**src/rtl/pix_region_pkg.sv**
```systemverilog
package pix_region_pkg;
  localparam int PIX_N    = 4;
  localparam int TOT_W    = 4;
  localparam int SLOT_MAX = 8;
  localparam int SIDX_W   = $clog2(SLOT_MAX);

  typedef logic [SIDX_W-1:0] slotIdx_t;

  // Strobes from control to datapath
  typedef struct packed {
    logic                   alloc;
    slotIdx_t               allocSlot;
    logic [PIX_N-1:0]       totWr;
    slotIdx_t [PIX_N-1:0]   totSlot;
    logic                   rdLoad;
    slotIdx_t               rdSlot;
  } strobe_t;
endpackage

```
**src/rtl/pix_region_store.sv**
```systemverilog
module pix_region_store
  import pix_region_pkg::*;
#(
  parameter int SLOTS     = 7,
  parameter int TS_W      = 8,
  parameter bit SYNC_READ = 1'b1
) (
  input  logic                          clk,
  input  logic                          rstN,
  input  logic [PIX_N-1:0]              disc,
  input  logic [TS_W-1:0]               tsNow,
  input  strobe_t                       strobe,
  output logic [SLOTS-1:0][TS_W-1:0]    slotTs,
  output logic [TS_W-1:0]               rdTs,
  output logic [PIX_N*TOT_W-1:0]        rdTot
);
  localparam logic [TOT_W-1:0] TOT_MAX = '1;

  logic [PIX_N-1:0][TOT_W-1:0]             totCnt;
  logic [SLOTS-1:0][TS_W-1:0]              tsMem;
  logic [SLOTS-1:0][PIX_N-1:0][TOT_W-1:0]  totMem;

  // Per-pixel time-over-threshold counters
  for (genvar p = 0; p < PIX_N; p++) begin : g_tot
    always_ff @(posedge clk or negedge rstN) begin
      if (!rstN)              totCnt[p] <= '0;
      else if (!disc[p])      totCnt[p] <= '0;
      else if (totCnt[p] != TOT_MAX) totCnt[p] <= totCnt[p] + 1'b1;
    end

    AST_TOT_SATURATE: assert property (@(posedge clk) disable iff (!rstN)
      (disc[p] && totCnt[p] == TOT_MAX) |=> (totCnt[p] == TOT_MAX));
  end

  // Event slot storage
  always_ff @(posedge clk or negedge rstN) begin
    if (!rstN) begin
      tsMem  <= '0;
      totMem <= '0;
    end else begin
      for (int s = 0; s < SLOTS; s++) begin
        if (strobe.alloc && strobe.allocSlot == slotIdx_t'(s)) begin
          tsMem[s]  <= tsNow;
          totMem[s] <= '0;
        end
        for (int p = 0; p < PIX_N; p++) begin
          if (strobe.totWr[p] && strobe.totSlot[p] == slotIdx_t'(s))
            totMem[s][p] <= totCnt[p];
        end
      end
    end
  end

  assign slotTs = tsMem;

  if (SYNC_READ) begin : g_syncRead
    always_ff @(posedge clk or negedge rstN) begin
      if (!rstN) begin
        rdTs  <= '0;
        rdTot <= '0;
      end else if (strobe.rdLoad) begin
        rdTs  <= tsMem[strobe.rdSlot];
        rdTot <= totMem[strobe.rdSlot];
      end
    end
  end else begin : g_asyncRead
    assign rdTs  = tsMem[strobe.rdSlot];
    assign rdTot = totMem[strobe.rdSlot];
  end
endmodule

```
**src/rtl/pix_region_ctrl.sv**
```systemverilog
module pix_region_ctrl
  import pix_region_pkg::*;
#(
  parameter int SLOTS     = 7,
  parameter int TS_W      = 8,
  parameter int LAT_W     = 7,
  parameter int CNT_W     = 8,
  parameter bit SYNC_READ = 1'b1
) (
  input  logic                        clk,
  input  logic                        rstN,
  input  logic [PIX_N-1:0]            disc,
  input  logic [TS_W-1:0]             tsNow,
  input  logic [LAT_W-1:0]            latency,
  input  logic                        trigger,
  input  logic                        readReady,
  input  logic [SLOTS-1:0][TS_W-1:0]  slotTs,
  output strobe_t                     strobe,
  output logic                        readValid,
  output logic [CNT_W-1:0]            lostCount
);
  localparam int RC_W = $clog2(PIX_N + 1);

  logic [PIX_N-1:0] discQ, rise, fall, ownVal, totWr;
  slotIdx_t [PIX_N-1:0] own;
  logic [SLOTS-1:0] busy, pend, match, expire, freeNow;
  slotIdx_t freeIdx, pendIdx;
  logic anyFree, anyPend, alloc, take, rdLoad;
  logic [TS_W-1:0] latExt;
  logic [RC_W-1:0] riseCnt;
  logic [CNT_W:0] lostSum;

  assign rise    = disc & ~discQ;
  assign fall    = ~disc & discQ;
  assign anyFree = ~&busy;
  assign anyPend = |pend;
  assign alloc   = |rise && anyFree;
  assign latExt  = {{(TS_W-LAT_W){1'b0}}, latency};

  always_comb begin
    freeIdx = '0;
    pendIdx = '0;
    riseCnt = '0;
    for (int s = SLOTS - 1; s >= 0; s--) begin
      if (!busy[s]) freeIdx = slotIdx_t'(s);
      if (pend[s])  pendIdx = slotIdx_t'(s);
    end
    for (int p = 0; p < PIX_N; p++) riseCnt = riseCnt + RC_W'(rise[p]);
  end

  // Latency tracking and trigger matching per slot
  for (genvar s = 0; s < SLOTS; s++) begin : g_slot
    logic [TS_W-1:0] age;
    assign age       = tsNow - slotTs[s];
    assign match[s]  = trigger && busy[s] && !pend[s] && age == latExt;
    assign expire[s] = busy[s] && !pend[s] && age > latExt;
    assign freeNow[s] = expire[s] || (take && pendIdx == slotIdx_t'(s));

    AST_EXPIRE_FREES: assert property (@(posedge clk) disable iff (!rstN)
      expire[s] |=> !busy[s]);
  end

  // Readout handshake variant
  if (SYNC_READ) begin : g_syncHs
    logic outValid;
    assign rdLoad    = anyPend && (!outValid || readReady);
    assign take      = rdLoad;
    assign readValid = outValid;
    always_ff @(posedge clk or negedge rstN) begin
      if (!rstN) outValid <= 1'b0;
      else       outValid <= rdLoad || (outValid && !readReady);
    end
  end else begin : g_asyncHs
    assign rdLoad    = 1'b0;
    assign take      = anyPend && readReady;
    assign readValid = anyPend;
  end

  always_ff @(posedge clk or negedge rstN) begin
    if (!rstN) begin
      discQ <= '0;
      busy  <= '0;
      pend  <= '0;
    end else begin
      discQ <= disc;
      for (int s = 0; s < SLOTS; s++) begin
        busy[s] <= (busy[s] && !freeNow[s]) || (alloc && freeIdx == slotIdx_t'(s));
        pend[s] <= (pend[s] || match[s]) && !freeNow[s];
      end
    end
  end

  // Pixel to slot ownership for ToT write-back
  for (genvar p = 0; p < PIX_N; p++) begin : g_own
    assign totWr[p] = fall[p] && ownVal[p] && busy[own[p]];
    always_ff @(posedge clk or negedge rstN) begin
      if (!rstN) begin
        ownVal[p] <= 1'b0;
        own[p]    <= '0;
      end else if (rise[p]) begin
        ownVal[p] <= alloc;
        own[p]    <= freeIdx;
      end else if (fall[p] || (ownVal[p] && freeNow[own[p]])) begin
        ownVal[p] <= 1'b0;
      end
    end
  end

  // Hit-loss counter
  assign lostSum = {1'b0, lostCount} + (CNT_W+1)'(riseCnt);
  always_ff @(posedge clk or negedge rstN) begin
    if (!rstN)                lostCount <= '0;
    else if (|rise && !anyFree) lostCount <= lostSum[CNT_W] ? '1 : lostSum[CNT_W-1:0];
  end

  assign strobe.alloc     = alloc;
  assign strobe.allocSlot = freeIdx;
  assign strobe.totWr     = totWr;
  assign strobe.totSlot   = own;
  assign strobe.rdLoad    = rdLoad;
  assign strobe.rdSlot    = pendIdx;

  AST_LOST_ON_FULL: assert property (@(posedge clk) disable iff (!rstN)
    (|rise && (&busy) && !(&lostCount)) |=> (lostCount != $past(lostCount)));
  AST_ONE_NEW_EVENT: assert property (@(posedge clk) disable iff (!rstN)
    $onehot0(busy & ~$past(busy)));
  AST_PEND_IS_BUSY: assert property (@(posedge clk) disable iff (!rstN)
    (pend & ~busy) == '0);
endmodule

```
**src/rtl/pix_region_buf.sv**
```systemverilog
module pix_region_buf
  import pix_region_pkg::*;
#(
  parameter int SLOTS     = 7,
  parameter int TS_W      = 8,
  parameter int LAT_W     = 7,
  parameter int CNT_W     = 8,
  parameter bit SYNC_READ = 1'b1
) (
  input  logic                     clk,
  input  logic                     rstN,
  input  logic [PIX_N-1:0]         disc,
  input  logic [TS_W-1:0]          tsNow,
  input  logic [LAT_W-1:0]         latency,
  input  logic                     trigger,
  input  logic                     readReady,
  output logic                     readValid,
  output logic [TS_W-1:0]          readTs,
  output logic [PIX_N*TOT_W-1:0]   readTot,
  output logic [CNT_W-1:0]         lostCount
);
  strobe_t strobe;
  logic [SLOTS-1:0][TS_W-1:0] slotTs;

  pix_region_ctrl #(
    .SLOTS(SLOTS), .TS_W(TS_W), .LAT_W(LAT_W), .CNT_W(CNT_W), .SYNC_READ(SYNC_READ)
  ) i_ctrl (
    .clk(clk), .rstN(rstN), .disc(disc), .tsNow(tsNow), .latency(latency),
    .trigger(trigger), .readReady(readReady), .slotTs(slotTs), .strobe(strobe),
    .readValid(readValid), .lostCount(lostCount)
  );

  pix_region_store #(
    .SLOTS(SLOTS), .TS_W(TS_W), .SYNC_READ(SYNC_READ)
  ) i_store (
    .clk(clk), .rstN(rstN), .disc(disc), .tsNow(tsNow), .strobe(strobe),
    .slotTs(slotTs), .rdTs(readTs), .rdTot(readTot)
  );

  if (SYNC_READ) begin : g_holdChk
    AST_READ_HOLD: assert property (@(posedge clk) disable iff (!rstN)
      (readValid && !readReady) |=> (readValid && $stable(readTs) && $stable(readTot)));
  end
endmodule

```
**config.mk**
```make
export PLATFORM = sky130hd
export DESIGN_NAME = pix_region_buf
export DESIGN_NICKNAME = d
export VERILOG_FILES = /design/src/rtl/pix_region_pkg.sv /design/src/rtl/pix_region_store.sv /design/src/rtl/pix_region_ctrl.sv /design/src/rtl/pix_region_buf.sv
export SDC_FILE = /design/constraint.sdc
export NUM_CORES = 1
export LEC_CHECK = 0
export BUFFER_PORTS_ARGS = -buffer_cell sky130_fd_sc_hd__buf_2
export CAP_MARGIN = 20
export CORE_ASPECT_RATIO = 0.9
export CORE_UTILIZATION = 40
export CTS_BUF_LIST = sky130_fd_sc_hd__clkbuf_16
export DETAILED_ROUTE_END_ITERATION = 10
export PLACE_DENSITY = 0.64
export SYNTH_ARGS = -nofsm -noshare
export SYNTH_HDL_FRONTEND = slang
export SYNTH_SLANG_ARGS = --single-unit
```
**constraint.sdc**
```tcl
create_clock -name clk -period 8.84 [get_ports clk]
set_input_delay 1.326 -clock clk [delete_from_list [all_inputs] [get_ports clk]]
set_output_delay 1.326 -clock clk [all_outputs]
set_load 0.01 [all_outputs]
```
==> insert_results.sql, run 1 <==
INSERT INTO impl_metrics (metric_group, metric, value, unit) VALUES
('power_and_ir_drop', 'pwr-share-comb', '0.488', ''),
('routing', 'routed-via-count', '12300', ''),
('clock_tree', 'tritoncts.num_buffers', '28', ''),
('timing', 'period_minus_slack', '5.07', 'ns'),
('timing', 'rsz_0062_raised_after_global_routing', 'no', ''),
('routing', 'detailedRoute.firstPassIterationCount', '8', ''),
('setup_path', 'arrival_time_of_the_worst_setup_path', '5.58', 'ns'),
('timing', 'worst-slew-pin-transition', '0.983', 'ns'),
('logic_synthesis', 'asyncSetResetFlopFracSynth', '1.00', ''),
('layout', 'postLayoutCoreUtil', '0.454', ''),
('clock_tree', 'cts_num_sinks', '251', ''),
('timing', 'final_critical_path_setup_slack', '3.77', 'ns'),
('logic_synthesis', 'synth_flop_cell', 'sky130_fd_sc_hd__dfrtp_1', ''),
('routing', 'drt-vias-per-instance', '5.88', ''),
('layout', 'flow.area_growth_from_synthesis', '11.3', '%'),
('clock_tree', 'hold_buffers', '0', ''),
('grt', 'grt.total_usage', '0.238', ''),
('timing', 'relSlewSlack', '0.342', ''),
('layout', 'filler_cell_count', '3470', ''),
('floorplan', 'initial_utilization', '0.407', ''),
('clock_tree', 'cts_resized', '0', ''),
('run_status', 'status', 'finished, final reports clean', ''),
('timing', 'finalMaxSlewViolations', '0', ''),
('logic_synthesis', 'synthesis.nets', '1704', ''),
('grt', 'global_route.overflow_total', '0', ''),
('logic_synthesis', 'yosys_register_bits', '251', ''),
('timing', 'fmax', '0.197', 'GHz'),
('layout', 'post_route_cells_drive_above_1_share', '0.108', ''),
('routing', 'antenna_violating_nets_post_route', '0', ''),
('power_and_ir_drop', 'proportion_of_power_drawn_by_flip_flops_and_latches', '0.293', ''),
('grt', 'largest_net_degree_at_the_start_of_global_routing', '121', ''),
('place', 'buffer_ports.inserted', '55', ''),
('floorplan', 'num_io_pins', '56', ''),
('place', 'placed_cell_area', '15500', 'sq um'),
('floorplan', 'rows', '66', ''),
('power_and_ir_drop', 'power.density_cell_area', '341', 'nW/um^2'),
('setup_path', 'endpoint_kind', 'flip-flop', ''),
('clock_tree', 'clk_latency', '0.57', 'ns'),
('power_and_ir_drop', 'p_clk_frac', '0.219', ''),
('power_and_ir_drop', 'p_int', '3210', 'uW'),
('clock_tree', 'cts.htree.levels', '1', ''),
('run', 'cap_viol_max_count', '0', ''),
('floorplan', 'die_width', '205', 'um'),
('routing', 'drt_wl_total', '43.7', 'mm'),
('place', 'globalplace.congestion', '0.926', ''),
('power_and_ir_drop', 'p_total', '5620', 'uW'),
('logic_synthesis', 'yosysTopAreaCellShare', '0.424', ''),
('logic_synthesis', 'synth.top_cells.by_area', 'sky130_fd_sc_hd__dfrtp_1 42%, sky130_fd_sc_hd__ha_1 9.1%, sky130_fd_sc_hd__o21ai_0 4.8%', ''),
('routing', 'route.detailed.wl_per_inst', '21.0', 'um'),
('place', 'dp_worst_slack', '3.29', 'ns'),
('power_and_ir_drop', 'p_sw_frac', '0.428', ''),
('timing', 'hold_viol', '0', ''),
('setup_path', 'critical_path_required', '9.35', 'ns'),
('setup_path', 'critical_path_peak_fanout', '12', ''),
('clock_tree', 'clk_pin_slew', '0.06', 'ns'),
('timing', 'finalSetupViolCount', '0', ''),
('logic_synthesis', 'synthDominantAreaCellType', 'sky130_fd_sc_hd__dfrtp_1', ''),
('setup_path', 'rrSetupSlack', '4.67', 'ns'),
('logic_synthesis', 'synth_cell_type_count', '71', ''),
('clock_tree', 'post-cts-setup-buffers', '0', ''),
('timing', 'final_worst_clock_skew', '0.0209', 'ns'),
('floorplan', 'fp.dieH', '185', 'um'),
('logic_synthesis', 'yosys.cell_count.top_type', 'sky130_fd_sc_hd__dfrtp_1', ''),
('power_and_ir_drop', 'total_switching_power', '2410', 'uW'),
('floorplan', 'coreArea', '36300', 'sq um'),
('grt', 'antenna_found_initial', '0', ''),
('layout', 'n_antenna_cell', '0', ''),
('routing', 'drt_drc_violations_left', '0', ''),
('floorplan', 'fp.dieArea', '37800', 'sq um'),
('layout', 'finish.net_count', '1727', ''),
('place', 'detailed_placement_wirelength_estimate', '29.3', 'mm');
-- power groups by stage --
| stage | logic, uW | registers (uW) | clock network, uW |
|---|---|---|---|
| 2_1_floorplan | 2000 | 1550 | 0 |
| 3_3_place_gp | 2640 | 1650 | 0 |
| 3_5_place_dp | 2700 | 1660 | 0 |
| 4_1_cts | 2720 | 1640 | 1250 |
| 5_1_grt | 3050 | 1680 | 1290 |
| 6_report | 2740 | 1650 | 1230 |
-- stage by stage --
stage,hold WS (ns),cells
floorplan,0.466,1564
detailed placement,0.469,2033
CTS,0.483,2084
global placement,0.462,2033
global route,0.511,2084
finish,0.475,2084
-- cells in the final DEF, fill, tap and decap left out, drive strengths merged, types with 14 or more instances in the layout --
| cell | n |
|---|---|
| nand3 | 111 |
| a21oi | 42 |
| ha | 108 |
| dfrtp | 251 |
| xnor2 | 43 |
| nor2b | 22 |
| nor2 | 72 |
| mux2 | 42 |
| clkbuf | 28 |
| a22oi | 48 |
| a22o | 32 |
| inv | 110 |
| nor3 | 30 |
| a21o | 14 |
| a221oi | 24 |
| buf | 69 |
| nand2 | 170 |
| o21ai | 156 |
| a32o | 24 |
-- layer usage --
metal,global-route usage,up-vias,wire [um]
li1,-,5726,-
met1,0.329,6037,19700
met2,0.376,415,19600
met3,0.0370,81,2820
met4,0.0848,0,1550
met5,0,-,0
-- critical path, stage by stage --
cell and delay [ns]:
sky130_fd_sc_hd__buf_2 0.11, sky130_fd_sc_hd__inv_1 0.39, sky130_fd_sc_hd__ha_1 0.26, sky130_fd_sc_hd__inv_1 0.06, sky130_fd_sc_hd__fa_1 0.40, sky130_fd_sc_hd__a21o_1 0.17, sky130_fd_sc_hd__a21oi_1 0.24, sky130_fd_sc_hd__o21bai_1 0.09
sky130_fd_sc_hd__a21oi_1 0.18, sky130_fd_sc_hd__xnor2_1 0.14, sky130_fd_sc_hd__ha_1 0.28, sky130_fd_sc_hd__and3_1 0.17, sky130_fd_sc_hd__a221o_1 0.29, sky130_fd_sc_hd__a31oi_1 0.16, sky130_fd_sc_hd__o31a_1 0.19, sky130_fd_sc_hd__nand3_1 0.22
sky130_fd_sc_hd__o32ai_1 0.21, sky130_fd_sc_hd__nor4_1 0.12, sky130_fd_sc_hd__a2111oi_2 0.42, sky130_fd_sc_hd__o22a_1 0.18
-- cells by family after synthesis --
logic type	Yosys count	synth area share
buffers and inverters	184	0.0477
DFF	251	0.424
muxes	56	0.0448
xor gates and xnor gates	55	0.0325
AOI/OAI and AO/OA	426	0.196
adders and majority gates	117	0.103
and+or+nand+nor	475	0.151
-- state kept, by name, indices dropped and copies added (netlist names) --
signal / count
i_ctrl.busy: 7
i_store.rdTot: 16
i_store.totCnt: 16
i_store.totMem: 112
i_ctrl.strobe: 12
i_ctrl.ownVal: 4
i_ctrl.pend: 7
i_ctrl.lostCount: 8
i_store.rdTs: 8
i_ctrl.readValid: 1
i_store.slotTs: 56
i_ctrl.discQ: 4
-- path summary, 6_finish.rpt --
path                                      to               start  cells after the start
min                          i_store.rdTs[4]     i_store.rdTs[4]                      2
max                         i_ctrl.ownVal[2]            tsNow[0]                     20
min reg2reg                  i_store.rdTs[4]     i_store.rdTs[4]                      2
max in group asynchronous  i_store.totCnt[2]                rstN                      2
min in group asynchronous   i_store.rdTot[8]                rstN                      1
max reg2reg                 i_ctrl.ownVal[2]  i_store.slotTs[48]                     18
-- layout make-up --
| cell class | count | area (sq um) | area share |
|---|---|---|---|
| clock inverter | 23 | 255 | 0.0155 |
| multi-input combinational | 1129 | 7860 | 0.477 |
| clock buffer | 28 | 701 | 0.0425 |
| sequential | 251 | 6280 | 0.381 |
| inverter | 108 | 405 | 0.0246 |
| timing repair buffer | 69 | 390 | 0.0237 |
| tap | 476 | 596 | 0.0361 |
(Power assumes the default switching activity.)
==> run 2: changes to the inputs <==
- PLACE_DENSITY: 0.64 -> 0.66
- clock period: 8.84 -> 4.1 ns (I/O delays scaled with it)
==> run 2 against run 1 <==
Compared with the run above:
- core utilization rose by 1.4 points
- setup slack got worse by 3.6 ns
- clock power up 93%
- die area unchanged
- via count grew 1.6%
- final cell count rose by 2.9%
- sequential share of layout area fell by 1.1 points
- largest power group unchanged
==> insert_results.sql, run 2 (same netlist as run 1, synthesis figures left out) <==
INSERT INTO impl_metrics (metric_group, metric, value, unit) VALUES
('routing', 'routed-via-count', '12500', ''),
('grt', 'wire_length_of_the_first_global_routing_pass', '68.1', 'mm'),
('run_status', 'status', 'finished, final reports clean', ''),
('routing', 'detailedRoute.firstPassIterationCount', '5', ''),
('timing', 'worst-slew-pin-transition', '1.01', 'ns'),
('floorplan', 'rows', '66', ''),
('layout', 'postLayoutCoreUtil', '0.468', ''),
('layout', 'post_route_cells_drive_above_1_share', '0.153', ''),
('routing', 'drt_wl_total', '43.3', 'mm'),
('layout', 'max_flop_register', 'i_store.totMem', ''),
('power_and_ir_drop', 'power.density_cell_area', '728', 'nW/um^2'),
('clock_tree', 'clk_latency', '0.55', 'ns'),
('setup_path', 'path_class', 'flip-flop to flip-flop', ''),
('layout', 'finish.net_count', '1788', ''),
('layout', 'most-common-layout-cells', '251 x sky130_fd_sc_hd__dfrtp_1, 169 x sky130_fd_sc_hd__nand2_1, 142 x sky130_fd_sc_hd__o21ai_0, 110 x sky130_fd_sc_hd__nand3_1, 108 x sky130_fd_sc_hd__ha_1', ''),
('clock_tree', 'tritoncts_clock_tree', 'built', ''),
('clock_tree', 'tritoncts.num_buffers', '27', ''),
('clock_tree', 'clock_path_buffers', '3', ''),
('timing', 'finalMaxSlewViolations', '0', ''),
('grt', 'largest_net_degree_at_the_start_of_global_routing', '100', ''),
('timing', 'final.setup.tns', '0', 'ns'),
('layout', 'largest_reg_flops', '112', ''),
('layout', 'final_common_cell', 'sky130_fd_sc_hd__dfrtp_1', ''),
('floorplan', 'coreArea', '36300', 'sq um'),
('grt', 'antenna_found_initial', '0', ''),
('timing', 'final_worst_clock_skew', '0.0200', 'ns'),
('place', 'globalplace.congestion', '0.913', ''),
('place', 'detailed_placement_wirelength_estimate', '29.8', 'mm'),
('timing', 'fmax', '0.257', 'GHz'),
('setup_path', 'worst_setup_path_start_kind', 'flip-flop', ''),
('floorplan', 'die_width', '205', 'um'),
('routing', 'drt-vias-per-instance', '5.81', ''),
('grt', 'global_route.overflow_total', '0', ''),
('routing', 'drt_drc_violations_left', '0', ''),
('layout', 'flow.area_growth_from_synthesis', '14.7', '%'),
('timing', 'hold-worst-slack', '0.0519', 'ns'),
('floorplan', 'num_io_pins', '56', ''),
('clock_tree', 'clk_root_buffer_cell', 'sky130_fd_sc_hd__clkbuf_16', ''),
('setup_path', 'arrival_time_of_the_worst_setup_path', '4.38', 'ns'),
('clock_tree', 'clk_pin_slew', '0.06', 'ns'),
('setup_path', 'critical_path_required', '4.59', 'ns'),
('setup_path', 'endpoint_kind', 'flip-flop', ''),
('worst_hold_path', 'hold_class', 'input port to asynchronous set/reset pin', ''),
('layout', 'n_antenna_cell', '0', ''),
('power_and_ir_drop', 'total_leakage_power', '0.00772', 'uW'),
('routing', 'antenna_violating_nets_post_route', '0', ''),
('run', 'cap_viol_max_count', '0', ''),
('power_and_ir_drop', 'ir_worst_vdd', '408', 'uV'),
('timing', 'finalSetupViolCount', '0', ''),
('place', 'buffer_ports.inserted', '55', ''),
('floorplan', 'initial_utilization', '0.407', ''),
('timing', 'layout_worst_path_cycle_share', '0.949', ''),
('timing', 'hold_viol', '0', ''),
('grt', 'grt.total_usage', '0.233', ''),
('layout', 'filler_cell_count', '3438', ''),
('floorplan', 'fp.dieH', '185', 'um'),
('clock_tree', 'hold_buffers', '0', ''),
('clock_tree', 'cts_num_sinks', '251', ''),
('routing', 'route.detailed.wl_per_inst', '20.2', 'um'),
('setup_path', 'critical_path_peak_fanout', '3', ''),
('grt', 'grt_pass1_vias', '12400', ''),
('floorplan', 'fp.dieArea', '37800', 'sq um'),
('timing', 'relSlewSlack', '0.325', ''),
('timing', 'period_minus_slack', '3.89', 'ns'),
('routing', 'detail_route.iter0.violations', '1076', ''),
('clock_tree', 'cts.htree.levels', '1', '');
## run 2: final timing paths
path | startpoint | to | slack (ns) | cells after the start
hold reg to reg | i_store.rdTs[6] | i_store.rdTs[6] | 0.48 | 2
setup / recovery | i_store.slotTs[8] | i_ctrl.ownVal[3] | 0.21 | 19
hold / removal | rstN | i_store.totCnt[10] | 0.05 | 1
min in group clk | disc[0] | i_ctrl.discQ[0] | 0.29 | 1
setup reg to reg | i_store.slotTs[8] | i_ctrl.ownVal[3] | 0.21 | 19
max in group asynchronous | rstN | i_ctrl.strobe[8] | 3.09 | 2
## run 2: cell type report
class                      instances  area, sq um  area share
multi-input combinational       1129         7940       0.468
sequential                       251         6280       0.370
timing repair buffer             131          918      0.0541
clock buffer                      27          676      0.0398
tap                              476          596      0.0351
inverter                         108          405      0.0239
clock inverter                    22          170      0.0100
## run 2: repair_timing
item / in CTS / in global routing
setup buffers: 0 / 1
hold endpoints to repair: 0 / 0
setup endpoints to repair: 1 / 4
pin swaps: 0 / 5
resized for setup: 1 / 21
## run 2: report_power, final
group | total, uW | switching [uW] | internal [uW] | leakage (uW)
sequential | 3540 | 544 | 2990 | 0.00331
combinational | 6470 | 3700 | 2770 | 0.00399
clock | 2370 | 1050 | 1330 | 0.000420
## run 2: per-layer routing
| layer | wire length (um) | global-route usage | up-vias |
|---|---|---|---|
| met2 | 19700 | 0.379 | 458 |
| li1 | - | - | 5844 |
| met5 | 0 | 0 | - |
| met3 | 2830 | 0.0281 | 96 |
| met4 | 1720 | 0.0866 | 0 |
| met1 | 19000 | 0.317 | 6059 |
## run 2: worst max-delay path, stage by stage (launching register included)
cell	delay (ns)
sky130_fd_sc_hd__dfrtp_1	0.39
sky130_fd_sc_hd__ha_1	0.18
sky130_fd_sc_hd__inv_1	0.05
sky130_fd_sc_hd__fa_1	0.38
sky130_fd_sc_hd__a21o_1	0.18
sky130_fd_sc_hd__a21oi_2	0.15
sky130_fd_sc_hd__o21bai_1	0.09
sky130_fd_sc_hd__a21oi_2	0.15
sky130_fd_sc_hd__xnor2_1	0.13
sky130_fd_sc_hd__ha_1	0.27
sky130_fd_sc_hd__and3_1	0.17
sky130_fd_sc_hd__a221o_1	0.30
sky130_fd_sc_hd__a31oi_2	0.17
sky130_fd_sc_hd__o31a_1	0.21
sky130_fd_sc_hd__nand3_2	0.11
sky130_fd_sc_hd__o32ai_1	0.13
sky130_fd_sc_hd__nor4_1	0.08
sky130_fd_sc_hd__buf_4	0.15
sky130_fd_sc_hd__a2111oi_2	0.33
sky130_fd_sc_hd__o22a_1	0.18
## run 2: per-stage QoR
step / power (uW) / setup WS (ns) / instances / area [sq um]
floorplan: 7650 / 0.0514 / 1564 / 14800
global placement: 9630 / -0.405 / 2094 / 16000
detailed placement: 9770 / -0.474 / 2094 / 16000
CTS: 12200 / 0.0756 / 2143 / 16900
global route: 13300 / -0.0477 / 2144 / 17000
finish: 12400 / 0.208 / 2144 / 17000
==> run 3: changes to the inputs <==
- CTS_BUF_LIST: sky130_fd_sc_hd__clkbuf_16 -> not set
==> run 3 against run 2 <==
Compared with the run above:
- clock power up 3%
- highest routed layer unchanged
- sequential share of layout area about the same
- critical path type unchanged
- combinational power about the same
- setup slack worse by 0.0096 ns
- register-to-register slack about the same
- clock skew up 0.0017 ns
- wire length up 0.26%
- final area up 0.12%
- largest power group unchanged
- first-iteration DRC count down 1.1%
==> insert_results.sql, run 3 (same netlist as run 1, synthesis figures left out) <==
INSERT INTO impl_metrics (metric_group, metric, value, unit) VALUES
('timing', 'final_worst_clock_skew', '0.0217', 'ns'),
('routing', 'drt-vias-per-instance', '5.79', ''),
('timing', 'hold_viol', '0', ''),
('grt', 'grt_pass1_vias', '12400', ''),
('layout', 'total_area_of_sequential_cells', '6280', 'sq um'),
('layout', 'finish.net_count', '1788', ''),
('layout', 'max_flop_register', 'i_store.totMem', ''),
('floorplan', 'die_width', '205', 'um'),
('run', 'cap_viol_max_count', '0', ''),
('timing', 'final.setup.tns', '0', 'ns'),
('setup_path', 'path_class', 'flip-flop to flip-flop', ''),
('setup_path', 'timing.rr.start', 'i_store.slotTs[8]', ''),
('routing', 'detailedRoute.firstPassIterationCount', '5', ''),
('setup_path', 'worstPathCellList', 'ha_1, inv_1, fa_1, a21o_1, a21oi_2, o21bai_1, a21oi_2, xnor2_1, ha_1, and3_1, a221o_1, a31oi_2, o31a_1, nand3_2, o32ai_1, nor4_1, buf_4, a2111oi_2, o22a_1', ''),
('layout', 'flow.area_growth_from_synthesis', '14.9', '%'),
('layout', 'largest_reg_flops', '112', ''),
('setup_path', 'endpoint_kind', 'flip-flop', ''),
('layout', 'post_route_cells_drive_above_1_share', '0.154', ''),
('floorplan', 'fp.dieArea', '37800', 'sq um'),
('layout', 'area_of_the_multi_input_gates', '7940', 'sq um'),
('power_and_ir_drop', 'power.density_cell_area', '731', 'nW/um^2'),
('clock_tree', 'clk_pin_slew', '0.06', 'ns'),
('grt', 'antenna_found_initial', '0', ''),
('clock_tree', 'clk_root_buffer_cell', 'sky130_fd_sc_hd__clkbuf_16', ''),
('grt', 'global_route.overflow_total', '0', ''),
('floorplan', 'rows', '66', ''),
('grt', 'grt.total_usage', '0.233', ''),
('power_and_ir_drop', 'total_leakage_power', '0.00771', 'uW'),
('clock_tree', 'cts.htree.levels', '1', ''),
('clock_tree', 'tritoncts_clock_tree', 'built', ''),
('setup_path', 'cp_slowest_stage_delay', '0.39', 'ns'),
('layout', 'filler_cell_count', '3435', ''),
('floorplan', 'num_io_pins', '56', ''),
('setup_path', 'critical_path_peak_fanout', '3', ''),
('layout', 'non_filler_instance_count_after_layout', '2144', ''),
('routing', 'routed-via-count', '12400', ''),
('timing', 'layout_worst_path_cycle_share', '0.952', ''),
('setup_path', 'worst_setup_path_start_kind', 'flip-flop', ''),
('timing', 'fmax', '0.256', 'GHz'),
('place', 'placed_cells_incl_taps', '2094', ''),
('worst_hold_path', 'hold_class', 'input port to asynchronous set/reset pin', ''),
('setup_path', 'critical-path-top-delay-family', 'compound AO/OA/AOI/OAI gates', ''),
('grt', 'largest_net_degree_at_the_start_of_global_routing', '100', ''),
('power_and_ir_drop', 'pwr-share-comb', '0.520', ''),
('setup_path', 'worst_path_max_delay_cell', 'sky130_fd_sc_hd__dfrtp_1', ''),
('routing', 'drt_wl_total', '43.4', 'mm'),
('clock_tree', 'clock_path_buffers', '3', ''),
('place', 'detailed_placement_wirelength_estimate', '29.8', 'mm'),
('floorplan', 'fp.dieH', '185', 'um'),
('clock_tree', 'clk_latency', '0.56', 'ns'),
('layout', 'most-common-layout-cells', '251 x sky130_fd_sc_hd__dfrtp_1, 169 x sky130_fd_sc_hd__nand2_1, 142 x sky130_fd_sc_hd__o21ai_0, 110 x sky130_fd_sc_hd__nand3_1, 108 x sky130_fd_sc_hd__ha_1', ''),
('timing', 'worst-slew-pin-transition', '1.01', 'ns'),
('layout', 'final_common_cell', 'sky130_fd_sc_hd__dfrtp_1', ''),
('routing', 'route.detailed.wl_per_inst', '20.2', 'um'),
('power_and_ir_drop', 'proportion_of_power_drawn_by_flip_flops_and_latches', '0.285', ''),
('routing', 'antenna_violating_nets_post_route', '0', ''),
('timing', 'period_minus_slack', '3.90', 'ns'),
('setup_path', 'arrival_time_of_the_worst_setup_path', '4.39', 'ns'),
('routing', 'drt_drc_violations_left', '0', ''),
('timing', 'finalSetupViolCount', '0', ''),
('power_and_ir_drop', 'ir_worst_vdd', '407', 'uV'),
('setup_path', 'critical_path_required', '4.59', 'ns'),
('setup_path', 'critPathLaunch', 'i_store.slotTs[8]', ''),
('floorplan', 'initial_utilization', '0.407', ''),
('power_and_ir_drop', 'p_int', '7130', 'uW'),
('timing', 'finalMaxSlewViolations', '0', ''),
('clock_tree', 'hold_buffers', '0', ''),
('power_and_ir_drop', 'total_switching_power', '5300', 'uW'),
('place', 'globalplace.congestion', '0.913', ''),
('layout', 'n_antenna_cell', '0', ''),
('power_and_ir_drop', 'p_clk_frac', '0.195', ''),
('clock_tree', 'tritoncts.num_buffers', '27', ''),
('clock_tree', 'cts_num_sinks', '251', ''),
('floorplan', 'coreArea', '36300', 'sq um'),
('place', 'buffer_ports.inserted', '55', ''),
('power_and_ir_drop', 'p_sw_frac', '0.426', ''),
('grt', 'wire_length_of_the_first_global_routing_pass', '68.2', 'mm'),
('setup_path', 'path_buf_inv', '2', ''),
('run_status', 'status', 'finished, final reports clean', ''),
('timing', 'relSlewSlack', '0.322', ''),
('routing', 'detail_route.iter0.violations', '1064', '');
## run 3: changes by cell type in the layout (fill, tap and decap cells not counted), sizes merged
cell    delta
clkbuf     +5
inv        -3
clkinv     -2
## run 3: stage by stage
stage               hold WS (ns)  utilization  cell area, sq um  power, uW  worst slack (ns)
floorplan                  0.319            -             14800       7650            0.0514
global placement           0.462        0.442             16000       9630            -0.405
detailed placement         0.469        0.442             16000       9770            -0.474
CTS                       0.0933        0.466             16900      12200            0.0756
global route               0.104        0.468             17000      13300           -0.0479
finish                    0.0586        0.468             17000      12400             0.198
## run 3: path summary, 6_finish.rpt
path                                            end  slack (ns)  depth (start not counted)
worst min register to register      i_store.rdTs[6]        0.48                          2
min in group clk                    i_ctrl.discQ[0]        0.29                          1
worst max-delay path               i_ctrl.ownVal[3]        0.20                         19
worst max register to register     i_ctrl.ownVal[3]        0.20                         19
worst min-delay path            i_store.totMem[104]        0.06                          1
max in group asynchronous          i_ctrl.strobe[8]        3.08                          2
## run 3: layout make-up
class | count | share of cell area
well taps | 476 | 0.0350
repair buffers | 131 | 0.0540
clock inverters | 17 | 0.00890
multi-input cells | 1129 | 0.467
inverters | 108 | 0.0238
flip-flops and latches | 251 | 0.369
clock buffers | 32 | 0.0420
## run 3: repair_timing
action | 4_1_cts | 5_1_grt
pin swaps | 0 | 5
endpoints found under the setup margin | 1 | 4
setup buffers | 0 | 1
gates resized for setup | 1 | 21
## run 3: power by group through the flow
stage	clock network [uW]	registers, uW	logic (uW)
floorplan	0	3340	4310
global placement	0	3540	6090
detailed placement	0	3560	6210
CTS	2470	3520	6260
global route	2570	3600	7140
finish	2430	3540	6470
## run 3: metal layers
layer | wire (um) | global-route usage | up-vias
met5 | 0 | 0 | -
met4 | 1720 | 0.0866 | 0
met3 | 2770 | 0.0288 | 97
met2 | 19800 | 0.379 | 462
met1 | 19100 | 0.317 | 6007
li1 | - | - | 5847
